File: src/rtl/idle_gov_pkg.sv
package idle_gov_pkg;

  typedef enum logic [1:0] {
    CS_C1 = 2'd1,
    CS_C2 = 2'd2,
    CS_C3 = 2'd3
  } cstate_e;

  // strobes from control to the length datapath
  typedef struct packed {
    logic arm;    // capture a new start stamp this edge
    logic track;  // an idle period is open
  } dp_ctl_t;

endpackage

File: src/rtl/idle_gov_dp.sv
module idle_gov_dp
  import idle_gov_pkg::*;
#(
  parameter int CNT_W = 16
) (
  input  logic             clk,
  input  logic             rst_n,
  input  dp_ctl_t          dpCtl,
  input  logic [CNT_W-1:0] cycleCount,
  output logic [CNT_W-1:0] idleLen
);

  localparam logic [CNT_W-1:0] LEN_MAX = {CNT_W{1'b1}};

  logic [CNT_W-1:0] startStamp;
  logic [CNT_W-1:0] prevDiff;
  logic [CNT_W-1:0] diffNow;
  logic             wrapped;
  logic             wrapNow;

  always_comb begin
    diffNow = cycleCount - startStamp;
    wrapNow = dpCtl.track && (diffNow < prevDiff);
    idleLen = (wrapped || wrapNow) ? LEN_MAX : diffNow;
  end

  always_ff @(posedge clk) begin
    if (!rst_n) begin
      startStamp <= '0;
      prevDiff   <= '0;
      wrapped    <= 1'b0;
    end else if (dpCtl.arm) begin
      startStamp <= cycleCount;
      prevDiff   <= '0;
      wrapped    <= 1'b0;
    end else if (dpCtl.track) begin
      prevDiff <= diffNow;
      if (wrapNow) wrapped <= 1'b1;
    end
  end


  len_sat_chk: assert property (@(posedge clk) disable iff (!rst_n)
    wrapped |-> (idleLen == LEN_MAX));


  len_mono_chk: assert property (@(posedge clk) disable iff (!rst_n)
    ($past(dpCtl.track) && !$past(dpCtl.arm) && dpCtl.track && !dpCtl.arm)
      |-> (idleLen >= $past(idleLen)));

endmodule

File: src/rtl/idle_gov_ctl.sv
module idle_gov_ctl
  import idle_gov_pkg::*;
#(
  parameter int CNT_W   = 16,
  parameter int PROMO12 = 4,
  parameter int PROMO23 = 10
) (
  input  logic             clk,
  input  logic             rst_n,
  input  logic             idleStart,
  input  logic             idleEnd,
  input  logic [CNT_W-1:0] idleLen,
  input  logic [CNT_W-1:0] latC2,
  input  logic [CNT_W-1:0] latC3,
  output dp_ctl_t          dpCtl,
  output cstate_e          nextState,
  output logic             nextValid
);

  localparam int RUN_MAX = (PROMO12 > PROMO23) ? PROMO12 : PROMO23;
  localparam int RUN_W   = $clog2(RUN_MAX + 1);
  localparam logic [RUN_W-1:0] RUN12 = RUN_W'(PROMO12);
  localparam logic [RUN_W-1:0] RUN23 = RUN_W'(PROMO23);

  logic             inIdle;
  logic             finishIdle;
  logic             beginIdle;
  logic [RUN_W-1:0] runCnt;
  logic [RUN_W-1:0] runInc;
  logic [RUN_W-1:0] runNxt;
  cstate_e          stateNxt;

  always_comb begin
    finishIdle = idleEnd && inIdle;
    beginIdle  = idleStart && (!inIdle || idleEnd);
    dpCtl.arm   = beginIdle;
    dpCtl.track = inIdle;
  end

  always_comb begin
    runInc   = runCnt + 1'b1;
    stateNxt = nextState;
    runNxt   = runCnt;
    case (nextState)
      CS_C1: begin
        if (idleLen > latC2) begin
          if (runInc == RUN12) begin
            stateNxt = CS_C2;
            runNxt   = '0;
          end else begin
            runNxt = runInc;
          end
        end else begin
          runNxt = '0;
        end
      end
      CS_C2: begin
        if (idleLen < latC2) begin
          stateNxt = CS_C1;
          runNxt   = '0;
        end else if (idleLen > latC3) begin
          if (runInc == RUN23) begin
            stateNxt = CS_C3;
            runNxt   = '0;
          end else begin
            runNxt = runInc;
          end
        end else begin
          runNxt = '0;
        end
      end
      CS_C3: begin
        runNxt = '0;
        if (idleLen < latC3) stateNxt = CS_C2;
      end
      default: begin
        stateNxt = CS_C1;
        runNxt   = '0;
      end
    endcase
  end

  always_ff @(posedge clk) begin
    if (!rst_n) begin
      inIdle    <= 1'b0;
      runCnt    <= '0;
      nextState <= CS_C1;
      nextValid <= 1'b0;
    end else begin
      nextValid <= finishIdle;
      if (beginIdle)       inIdle <= 1'b1;
      else if (finishIdle) inIdle <= 1'b0;
      if (finishIdle) begin
        nextState <= stateNxt;
        runCnt    <= runNxt;
      end
    end
  end


  valid_src_chk: assert property (@(posedge clk) disable iff (!rst_n)
    nextValid |-> ($past(idleEnd) && $past(inIdle)));


  change_needs_valid_chk: assert property (@(posedge clk) disable iff (!rst_n)
    (nextState != $past(nextState)) |-> nextValid);


  no_skip_chk: assert property (@(posedge clk) disable iff (!rst_n)
    !((nextState == CS_C3 && $past(nextState) == CS_C1) ||
      (nextState == CS_C1 && $past(nextState) == CS_C3)));


  promo12_run_chk: assert property (@(posedge clk) disable iff (!rst_n)
    (nextState == CS_C2 && $past(nextState) == CS_C1)
      |-> ($past(runCnt) == RUN12 - 1'b1));


  run_bound_chk: assert property (@(posedge clk) disable iff (!rst_n)
    (runCnt < RUN23) && ((nextState != CS_C1) || (runCnt < RUN12)));


  run_clear_chk: assert property (@(posedge clk) disable iff (!rst_n)
    (nextState != $past(nextState)) |-> (runCnt == '0));

endmodule

File: src/rtl/idle_gov.sv
module idle_gov
  import idle_gov_pkg::*;
#(
  parameter int CNT_W   = 16,
  parameter int PROMO12 = 4,
  parameter int PROMO23 = 10
) (
  input  logic             clk,
  input  logic             rst_n,
  input  logic             idleStart,
  input  logic             idleEnd,
  input  logic [CNT_W-1:0] cycleCount,
  input  logic [CNT_W-1:0] latC2,
  input  logic [CNT_W-1:0] latC3,
  output logic [1:0]       nextState,
  output logic             nextValid
);

  dp_ctl_t          dpCtl;
  logic [CNT_W-1:0] idleLen;
  cstate_e          stateQ;

  idle_gov_dp #(.CNT_W(CNT_W)) u_dp (
    .clk        (clk),
    .rst_n      (rst_n),
    .dpCtl      (dpCtl),
    .cycleCount (cycleCount),
    .idleLen    (idleLen)
  );

  idle_gov_ctl #(
    .CNT_W   (CNT_W),
    .PROMO12 (PROMO12),
    .PROMO23 (PROMO23)
  ) u_ctl (
    .clk       (clk),
    .rst_n     (rst_n),
    .idleStart (idleStart),
    .idleEnd   (idleEnd),
    .idleLen   (idleLen),
    .latC2     (latC2),
    .latC3     (latC3),
    .dpCtl     (dpCtl),
    .nextState (stateQ),
    .nextValid (nextValid)
  );

  assign nextState = stateQ;

endmodule

File: config.mk
export PLATFORM = sky130hd
export DESIGN_NAME = idle_gov
export DESIGN_NICKNAME = d
export VERILOG_FILES = /design/src/rtl/idle_gov_pkg.sv /design/src/rtl/idle_gov_dp.sv /design/src/rtl/idle_gov_ctl.sv /design/src/rtl/idle_gov.sv
export SDC_FILE = /design/constraint.sdc
export NUM_CORES = 1
export LEC_CHECK = 0
export ABC_AREA = 1
export BUFFER_PORTS_ARGS = -buffer_cell sky130_fd_sc_hd__buf_2
export CORE_MARGIN = 2
export CORE_UTILIZATION = 35
export CTS_CLUSTER_SIZE = 24
export DETAILED_ROUTE_END_ITERATION = 16
export GPL_TIMING_DRIVEN = 0
export PLACE_DENSITY = 0.62
export SYNTH_ARGS = -nofsm -noshare
export SYNTH_HDL_FRONTEND = slang
export SYNTH_SLANG_ARGS = --single-unit
export TNS_END_PERCENT = 1
File: constraint.sdc
create_clock -name clk -period 5.7 [get_ports clk]
set_input_delay 1.14 -clock clk [delete_from_list [all_inputs] [get_ports clk]]
set_output_delay 1.14 -clock clk [all_outputs]
set_load 0.03 [all_outputs]
==> flow_metrics.py, run 1 <==
metrics = {
    "worst_setup_path": {
        "reg2reg_from": "u_dp.startStamp[0]",
        "max_stage_delay_ns": 0.43,
        "critPathMaxFanout": 10,
        "regToRegSetupSlack_ns": 1.09,
        "critPathRequiredTime_ns": 5.92,
        "crit_family": "simple AND/OR/NAND/NOR gates",
        "critPathLaunchType": "primary input",
        "cp-end-kind": "flop",
        "crit_slowest_cell": "fa_1",
        "critPathBufInv": 4,
        "critPathKind": "primary input to flop",
        "crit_top_cell": "nand2_1",
        "r2r-end": "u_ctl.runCnt[1]",
        "r2r_cells": 30,
        "arrival_ns": 5.49,
    },
    "worst_hold_path": {
        "hp-start": "u_dp.startStamp[11]",
        "min_path_type": "flop to flop",
        "holdPathEnd": "u_dp.startStamp[11]",
        "whs_path_depth": 2,
    },
    "sta": {
        "fmax_mhz": 190,
        "rsz0062_at_grt": "no",
        "finalSetupViolCount": 0,
        "fin_skew_ns": 0.00832,
        "holdWs_ns": 0.462,
        "maxSlewHeadroom_pct": 66.7,
        "min_period_ns": 5.27,
        "final_hold_viol_count": 0,
        "worst_slew_pin_slew_ns": 0.497,
        "fin_crit_sh_pct": 92.5,
        "setup_tns_ns": 0,
        "drv_slew": 0,
    },
    "synth": {
        "synth_nets": 687,
        "syn-instance-count": 565,
        "yosysWarnings": 0,
        "synth_cell_types": 40,
        "ys_seq_elements": 41,
        "synth_edf_count": 0,
        "syn_area_per_cell_sq_um": 6.86,
        "synth_area_sq_um": 3880,
        "synth_flop_cell": "dfxtp_1",
        "synth-seq-area-share_pct": 21.2,
        "async_flop_share_pct": 0,
    },
    "pwr": {
        "vdd_ir_drop_max_mv": 0.118,
        "p_total_uw": 1040,
        "p_int_uw": 600,
        "power_frac_clock_pct": 18.3,
        "p_leak_uw": 0.00239,
        "p_per_area_nw_per_um2": 234,
        "power_switching_uw": 439,
        "combPwrFrac_pct": 51.9,
        "seq_power_share_pct": 29.8,
        "p_sw_share_pct": 42.2,
    },
    "global_routing": {
        "grt-ovfl-total": 0,
        "grt_pass1_wl_mm": 15.5,
        "antenna_found_initial": 0,
        "grt_usage_pct": 16.3,
        "grt_pass1_vias": 3551,
        "grt_start_max_net_pins": 14,
    },
    "placed_design": {
        "place.gp.congestion": 0.890,
        "place_hpwl_mm": 7.78,
        "portBuffers": 54,
        "dp_cells": 759,
    },
    "route": {
        "antenna_left": 0,
        "first_pass_iters": 4,
        "wirelength_mm": 9.05,
        "vias": 3578,
        "drc": 0,
        "drtIter0Drc": 136,
        "vias_per_cell": 4.65,
        "wire_per_inst_um": 11.8,
    },
    "finish": {
        "nFillCells": 1145,
        "multi_input_area_sq_um": 2550,
        "n_antenna_cell": 0,
        "fin_cells": 769,
        "drive_gt1_share_pct": 14.8,
        "final_util_pct": 40.9,
        "area_growth_pct": 14.3,
        "final_nets": 750,
        "final-seq-area_sq_um": 821,
    },
    "die": {
        "design.die.area_sq_um": 11900,
        "design.core.area_sq_um": 10800,
        "row_count": 38,
        "ios": 55,
        "fp.dieW_um": 109,
        "die_h_um": 109,
        "start_util_pct": 35.8,
    },
    "clocking": {
        "cts_num_sinks": 41,
        "htree_levels": 2,
        "cts_tree": "built",
        "clock-root-buffer": "clkbuf_8",
        "holdBufCountCts": 0,
        "cts_buffers": 5,
        "clock_latency_ns": 0.29,
        "clk_pin_slew_ns": 0.08,
        "cts_buffer_depth": 2,
    },
    "job": {
        "cap_violations": 0,
    },
    "run_status": {
        "status": "complete, no violations",
    },
}
==> registers in the layout, summed over array words and instances (netlist names) <==
name	count
u_dp.wrapped	1
u_ctl.runCnt	4
u_dp.startStamp	16
u_ctl.inIdle	1
u_dp.prevDiff	16
u_ctl.nextState	2
u_ctl.nextValid	1
==> metrics by stage <==
stage | worst slack (ns) | instance area, sq um
floorplan | 0.756 | 3880
global placement | 0.109 | 4320
detailed placement | 0.00824 | 4320
CTS | 0.314 | 4410
global route | 0.0416 | 4430
finish | 0.427 | 4430
==> layout make-up <==
cell class / count / share of cell area, %
plain buffers: 10 / 1.27
inverters: 121 / 10.2
clock buffers: 5 / 1.55
flip-flops and latches: 41 / 18.5
clock inverters: 3 / 0.395
repair buffers: 56 / 6.44
multi-input cells: 393 / 57.6
well taps: 140 / 3.95
==> tightest hold or removal path: cells and delay by family (launching register included) <==
| kind | cells | cell delay [ns] |
|---|---|---|
| buffers and inverters | 1 | 0.06 |
| AO/OA/AOI/OAI | 1 | 0.06 |
| flip-flops | 1 | 0.30 |
==> layout by cell type (no fill, tap or decap), types with 2 or more instances in the layout <==
cell type and n:
nand2_1 108, xor2_1 7, ha_1 69, buf_4 4
buf_2 57, clkbuf_1 4, a21oi_4 2, a21oi_1 69
inv_1 121, nor2_1 27, nand3b_1 2, xor2_2 4
clkbuf_8 5, nand3_1 21, dfxtp_1 41, nand2_2 7
clkinv_2 2, nand2_4 2, nand4_1 10, o21ai_1 8
a211oi_1 2, xnor2_1 3, o21ai_0 29, a21o_1 4
nor3_1 3
==> cell usage after synthesis (2+ instances only) <==
cell | instances | share of area [%]
a21o_1 | 4 | 0.77
a211oi_1 | 2 | 0.39
nand3_1 | 21 | 2.7
ha_1 | 69 | 22
buf_4 | 2 | 0.39
clkbuf_1 | 4 | 0.39
nand2_2 | 7 | 1.1
xor2_1 | 7 | 1.6
nand2_1 | 108 | 10
nand2_4 | 2 | 0.58
nand3b_1 | 2 | 0.39
nand4_1 | 10 | 1.6
xor2_2 | 4 | 1.7
nor2_1 | 27 | 2.6
xnor2_1 | 3 | 0.68
buf_2 | 3 | 0.39
o21ai_0 | 29 | 3.7
a21oi_4 | 2 | 0.84
nor3_1 | 3 | 0.39
inv_1 | 121 | 12
a21oi_1 | 69 | 8.9
o21ai_1 | 8 | 1.0
dfxtp_1 | 41 | 21
==> worst max path at each step <==
| stage | startpoint | endpoint | slack (ns) | depth (start not counted) |
|---|---|---|---|---|
| floorplan | cycleCount[0] | u_ctl.nextState[0] | 0.76 | 29 |
| global placement | cycleCount[0] | u_ctl.runCnt[1] | 0.11 | 32 |
| detailed placement | cycleCount[0] | u_ctl.runCnt[1] | 0.008 | 32 |
| CTS | cycleCount[0] | u_ctl.runCnt[1] | 0.31 | 32 |
| global route | cycleCount[0] | u_ctl.runCnt[0] | 0.04 | 34 |
| finish | cycleCount[0] | u_ctl.runCnt[1] | 0.43 | 32 |
==> power groups by stage <==
| stage | logic, uW | clock network (uW) | registers (uW) |
|---|---|---|---|
| after floorplan | 403 | 0 | 315 |
| after global placement | 516 | 0 | 316 |
| after detailed placement | 534 | 0 | 317 |
| after CTS | 536 | 202 | 310 |
| after global routing | 631 | 212 | 311 |
| final | 539 | 191 | 310 |
==> timing repair <==
| item | 4_1_cts | 5_1_grt |
|---|---|---|
| setup buffers | 0 | 2 |
| setup endpoints to repair | 0 | 6 |
| resized for setup | 0 | 1 |
==> cells by family after synthesis <==
logic type | synth area share, %
buffers and inverters | 13.2
and+or+nand+nor | 21.3
adders and majority gates | 22.8
xor gates and xnor gates | 3.94
DFF | 21.2
AOI/OAI and AO/OA | 17.7
==> per-layer routing <==
layer / up-vias / routed length, um / track usage, %
li1: 1948 / - / -
met1: 1560 / 4500 / 20.6
met2: 60 / 4100 / 29.3
met3: 10 / 326 / 1.97
met4: 0 / 125 / 4.07
met5: - / 0 / 0
Power figures use the tool's default switching activity.
==> run 2, diff against run 1 <==
Clock period 5.7 ns to 6.5 ns, I/O delays scaled along.
==> flow_metrics.py, run 2 (synthesized netlist as in run 1, its figures left out) <==
metrics = {
    "global_routing": {
        "grt_pass1_wl_mm": 15.5,
        "antenna_found_initial": 0,
        "grt_pass1_vias": 3551,
        "grt_usage_pct": 16.3,
        "grt_start_max_net_pins": 14,
        "grt-ovfl-total": 0,
    },
    "clocking": {
        "ctsResizeCount": 0,
        "post-cts-setup-buffers": 0,
        "cts_tree": "built",
        "cts_buffers": 5,
        "clock-root-buffer": "clkbuf_8",
        "holdBufCountCts": 0,
        "clk_pin_slew_ns": 0.09,
        "htree_levels": 2,
        "cts_buffer_depth": 2,
        "cts_num_sinks": 41,
        "clock_latency_ns": 0.29,
    },
    "worst_setup_path": {
        "cp-end-kind": "flop",
        "crit_family": "simple AND/OR/NAND/NOR gates",
        "arrival_ns": 5.76,
        "critPathRequiredTime_ns": 6.72,
        "crit_top_cell": "nand2_1",
        "cp-startpoint": "cycleCount[0]",
        "max_stage_delay_ns": 0.43,
        "crit_slowest_cell": "fa_1",
        "reg2reg_from": "u_dp.startStamp[0]",
        "critPathKind": "primary input to flop",
        "critPathBufInv": 4,
        "r2r_cells": 30,
        "critPathLaunchType": "primary input",
        "timing.critical_path.to": "u_ctl.runCnt[1]",
        "critPathMaxFanout": 10,
        "r2r-end": "u_ctl.runCnt[1]",
        "regToRegSetupSlack_ns": 1.78,
        "cp.depth": 32,
    },
    "finish": {
        "n_antenna_cell": 0,
        "multi_input_area_sq_um": 2550,
        "drive_gt1_share_pct": 14.5,
        "fin_cells": 767,
        "mostFrequentLayoutCells": "inv_1 (121), nand2_1 (108), a21oi_1 (69), ha_1 (69), buf_2 (57)",
        "final_common_cell": "inv_1",
        "area_growth_pct": 13.7,
        "final_nets": 748,
        "top_regs": "u_dp.prevDiff (16), u_dp.startStamp (16), u_ctl.runCnt (4)",
        "final-seq-area_sq_um": 821,
        "nFillCells": 1150,
    },
    "sta": {
        "maxSlewHeadroom_pct": 65.6,
        "fin_skew_ns": 0.00854,
        "worst_slew_pin_slew_ns": 0.516,
        "min_period_ns": 5.54,
        "rsz0062_at_grt": "no",
        "fin_crit_sh_pct": 85.2,
        "setup_tns_ns": 0,
        "fmax_mhz": 181,
        "final_hold_viol_count": 0,
        "finalSetupViolCount": 0,
        "drv_slew": 0,
    },
    "run_status": {
        "status": "complete, no violations",
    },
    "placed_design": {
        "portBuffers": 54,
        "place_hpwl_mm": 7.78,
        "dp_cells": 759,
        "place.gp.congestion": 0.890,
    },
    "pwr": {
        "p_leak_uw": 0.00238,
        "vdd_ir_drop_max_mv": 0.103,
        "p_per_area_nw_per_um2": 205,
    },
    "die": {
        "die_h_um": 109,
        "ios": 55,
        "design.die.area_sq_um": 11900,
        "design.core.area_sq_um": 10800,
        "row_count": 38,
        "start_util_pct": 35.8,
        "fp.dieW_um": 109,
    },
    "job": {
        "cap_violations": 0,
    },
    "route": {
        "wirelength_mm": 9.06,
        "drtIter0Drc": 140,
        "vias": 3563,
        "antenna_left": 0,
        "vias_per_cell": 4.65,
        "drc": 0,
        "first_pass_iters": 4,
        "wire_per_inst_um": 11.8,
    },
    "worst_hold_path": {
        "min_path_type": "flop to flop",
        "hp-start": "u_dp.startStamp[7]",
    },
}
[run 2: cell types whose count changed in the layout (fill, tap and decap cells not counted), sizes merged]
cell	change
buf	-2
[run 2: how the worst min path moves through the flow]
stage,end,slack (ns),cells past startpoint
after global routing,u_dp.startStamp[3],0.48,2
after detailed placement,u_dp.startStamp[4],0.45,2
after floorplan,u_dp.startStamp[2],0.43,2
final,u_dp.startStamp[7],0.46,2
after CTS,u_dp.startStamp[9],0.46,2
after global placement,u_dp.startStamp[4],0.44,2
[run 2: per-stage QoR]
step           power [uW]  setup slack (ns)  hold slack [ns]  instance area, sq um  util, %
3_5_place_dp          746             0.648            0.452                  4320     39.9
4_1_cts               919             0.954            0.464                  4410     40.7
3_3_place_gp          730             0.749            0.444                  4320     39.9
5_1_grt              1010             0.553            0.476                  4410     40.7
2_1_floorplan         630              1.40            0.433                  3880        -
6_report              906             0.962            0.462                  4410     40.7
[run 2: cell type report]
cell class / count / share of cell area (%)
sequential: 41 / 18.6
clock buffer: 5 / 1.56
tap: 140 / 3.97
buffer: 10 / 1.28
clock inverter: 3 / 0.397
timing repair buffer: 54 / 6.13
inverter: 121 / 10.3
multi-input combinational: 393 / 57.7
[run 2: worst register-to-register path, delay by kind of cell (launching register included)]
kind	cells	cell delay (ns)
XOR/XNOR	1	0.22
adder cells (fa/ha/maj)	4	1.24
AO/OA/AOI/OAI	5	0.86
flip-flops	1	0.33
AND/OR/NAND/NOR	18	1.71
buffers and inverters	2	0.29
[run 2: per-layer routing]
layer	up-vias	global-route usage (%)	wire length (um)
li1	1944	-	-
met1	1551	20.6	4500
met2	60	29.3	4130
met3	8	1.97	324
met4	0	4.07	108
met5	-	0	0
[run 2: power by group]
| part | switching, uW | internal (uW) | total (uW) |
|---|---|---|---|
| Clock | 93.0 | 74.3 | 167 |
| Combinational | 284 | 183 | 467 |
| Sequential | 5.78 | 266 | 271 |
==> run 3, diff against run 2 <==
Settings changed: RECOVER_POWER from default to 25.
==> flow_metrics.py, run 3 (synthesized netlist as in run 1, its figures left out) <==
metrics = {
    "global_routing": {
        "met2_usage_pct": 29.3,
        "grt-ovfl-total": 0,
        "met1_usage_pct": 20.6,
        "gr-usage-met3_pct": 1.97,
        "grt_pass1_vias": 3551,
        "grt_pass1_wl_mm": 15.5,
        "antenna_found_initial": 0,
        "grt_usage_pct": 16.3,
        "busiest_layer": "met2",
        "grt_start_max_net_pins": 14,
    },
    "placed_design": {
        "place.gp.congestion": 0.890,
        "portBuffers": 54,
        "place_ws_ns": 0.648,
        "place_hpwl_mm": 7.78,
    },
    "clocking": {
        "cts_buffer_depth": 2,
        "clock-root-buffer": "clkbuf_8",
        "post-cts-setup-buffers": 0,
        "clock_latency_ns": 0.29,
        "cts_buffers": 5,
        "holdBufCountCts": 0,
        "cts_num_sinks": 41,
        "ctsResizeCount": 0,
        "htree_levels": 2,
        "clk_pin_slew_ns": 0.08,
        "cts_tree": "built",
    },
    "worst_setup_path": {
        "critPathKind": "primary input to flop",
        "cp-end-kind": "flop",
        "reg2reg_from": "u_dp.startStamp[0]",
        "critPathLaunchType": "primary input",
        "r2r-end": "u_ctl.runCnt[1]",
        "r2r_cells": 30,
        "crit_slowest_cell": "fa_1",
        "arrival_ns": 5.76,
        "crit_family": "simple AND/OR/NAND/NOR gates",
        "regToRegSetupSlack_ns": 1.78,
        "critPathBufInv": 4,
        "cp-startpoint": "cycleCount[0]",
        "critPathRequiredTime_ns": 6.72,
        "crit_top_cell": "nand2_1",
        "max_stage_delay_ns": 0.43,
        "critPathMaxFanout": 10,
    },
    "sta": {
        "rsz0062_at_grt": "no",
        "drv_slew": 0,
        "worst_slew_pin_slew_ns": 0.517,
        "setup_tns_ns": 0,
        "finalSetupViolCount": 0,
        "maxSlewHeadroom_pct": 65.6,
        "fin_ws_ns": 0.965,
        "fin_skew_ns": 0.00918,
        "min_period_ns": 5.54,
        "fmax_mhz": 181,
        "fin_crit_sh_pct": 85.2,
        "final_hold_viol_count": 0,
    },
    "finish": {
        "mostFrequentLayoutCells": "inv_1 (121), nand2_1 (110), a21oi_1 (69), ha_1 (69), buf_2 (52)",
        "nFillCells": 1151,
        "final_nets": 748,
        "top_regs": "u_dp.prevDiff (16), u_dp.startStamp (16), u_ctl.runCnt (4)",
        "area_growth_pct": 13.3,
        "final_common_cell": "inv_1",
        "drive_gt1_share_pct": 13.4,
        "n_antenna_cell": 0,
    },
    "pwr": {
        "seq_power_share_pct": 30.0,
        "p_leak_uw": 0.00236,
        "power_frac_clock_pct": 18.5,
        "vdd_ir_drop_max_mv": 0.103,
        "power_switching_uw": 383,
        "p_per_area_nw_per_um2": 206,
        "combPwrFrac_pct": 51.5,
        "p_int_uw": 522,
        "p_sw_share_pct": 42.3,
    },
    "die": {
        "design.die.area_sq_um": 11900,
        "die_h_um": 109,
        "ios": 55,
        "row_count": 38,
        "start_util_pct": 35.8,
        "fp.dieW_um": 109,
        "design.core.area_sq_um": 10800,
    },
    "worst_hold_path": {
        "whs_path_depth": 2,
        "hp-start": "u_dp.startStamp[9]",
        "holdPathEnd": "u_dp.startStamp[9]",
        "min_path_type": "flop to flop",
    },
    "route": {
        "wirelength_mm": 9.05,
        "antenna_left": 0,
        "vias": 3565,
        "drtIter0Drc": 149,
        "first_pass_iters": 4,
        "wire_per_inst_um": 11.8,
        "drc": 0,
        "vias_per_cell": 4.65,
    },
    "run_status": {
        "status": "complete, no violations",
    },
    "job": {
        "cap_violations": 0,
    },
}
-- run 3: changes by cell type in the layout (fill, tap and decap cells not counted) --
cell	before	now
buf_2	57	52
clkbuf_1	4	9
nand2_1	108	110
nand2_2	7	6
nand2_4	2	1
or2_0	0	1
or2_1	1	0
-- run 3: cell type report --
| cell class | count | area [sq um] | area share [%] |
|---|---|---|---|
| Buffer | 10 | 53.8 | 1.22 |
| Clock buffer | 5 | 68.8 | 1.57 |
| Clock inverter | 3 | 17.5 | 0.399 |
| Inverter | 121 | 454 | 10.3 |
| Multi-Input combinational cell | 393 | 2540 | 57.7 |
| Sequential cell | 41 | 821 | 18.7 |
| Tap cell | 140 | 175 | 3.99 |
| Timing Repair Buffer | 54 | 267 | 6.07 |
-- run 3: how the worst max path moves through the flow --
| stage | to | slack (ns) | cells past startpoint |
|---|---|---|---|
| floorplan | u_ctl.nextState[0] | 1.40 | 29 |
| global placement | u_ctl.runCnt[1] | 0.75 | 32 |
| detailed placement | u_ctl.runCnt[1] | 0.65 | 32 |
| CTS | u_ctl.runCnt[1] | 0.95 | 32 |
| global route | u_ctl.runCnt[0] | 0.55 | 34 |
| finish | u_ctl.runCnt[1] | 0.96 | 32 |
-- run 3: power groups by stage --
stage	Combinational [uW]	Clock [uW]	Sequential, uW
2_1_floorplan	353	0	276
3_3_place_gp	452	0	277
3_5_place_dp	469	0	278
4_1_cts	470	177	272
5_1_grt	546	186	273
6_report	466	167	271
-- run 3: worst min-delay path, stage by stage, from the launching register on --
cell and delay [ns]:
dfxtp_1 0.30, inv_1 0.06, a21oi_1 0.06
-- run 3: routing by layer --
layer | vias to the layer above | wire, um
met5 | - | 0
met4 | 0 | 124
met3 | 10 | 321
met2 | 64 | 4100
met1 | 1548 | 4500
li1 | 1943 | -
-- run 3: stage by stage --
stage	power (uW)	std cells	util, %	hold slack [ns]	instance area (sq um)
after floorplan	630	565	-	0.433	3880
after global routing	1000	767	40.5	0.476	4390
after global placement	730	759	39.9	0.444	4320
after CTS	919	767	40.7	0.464	4410
after detailed placement	746	759	39.9	0.452	4320
final	905	767	40.5	0.460	4390
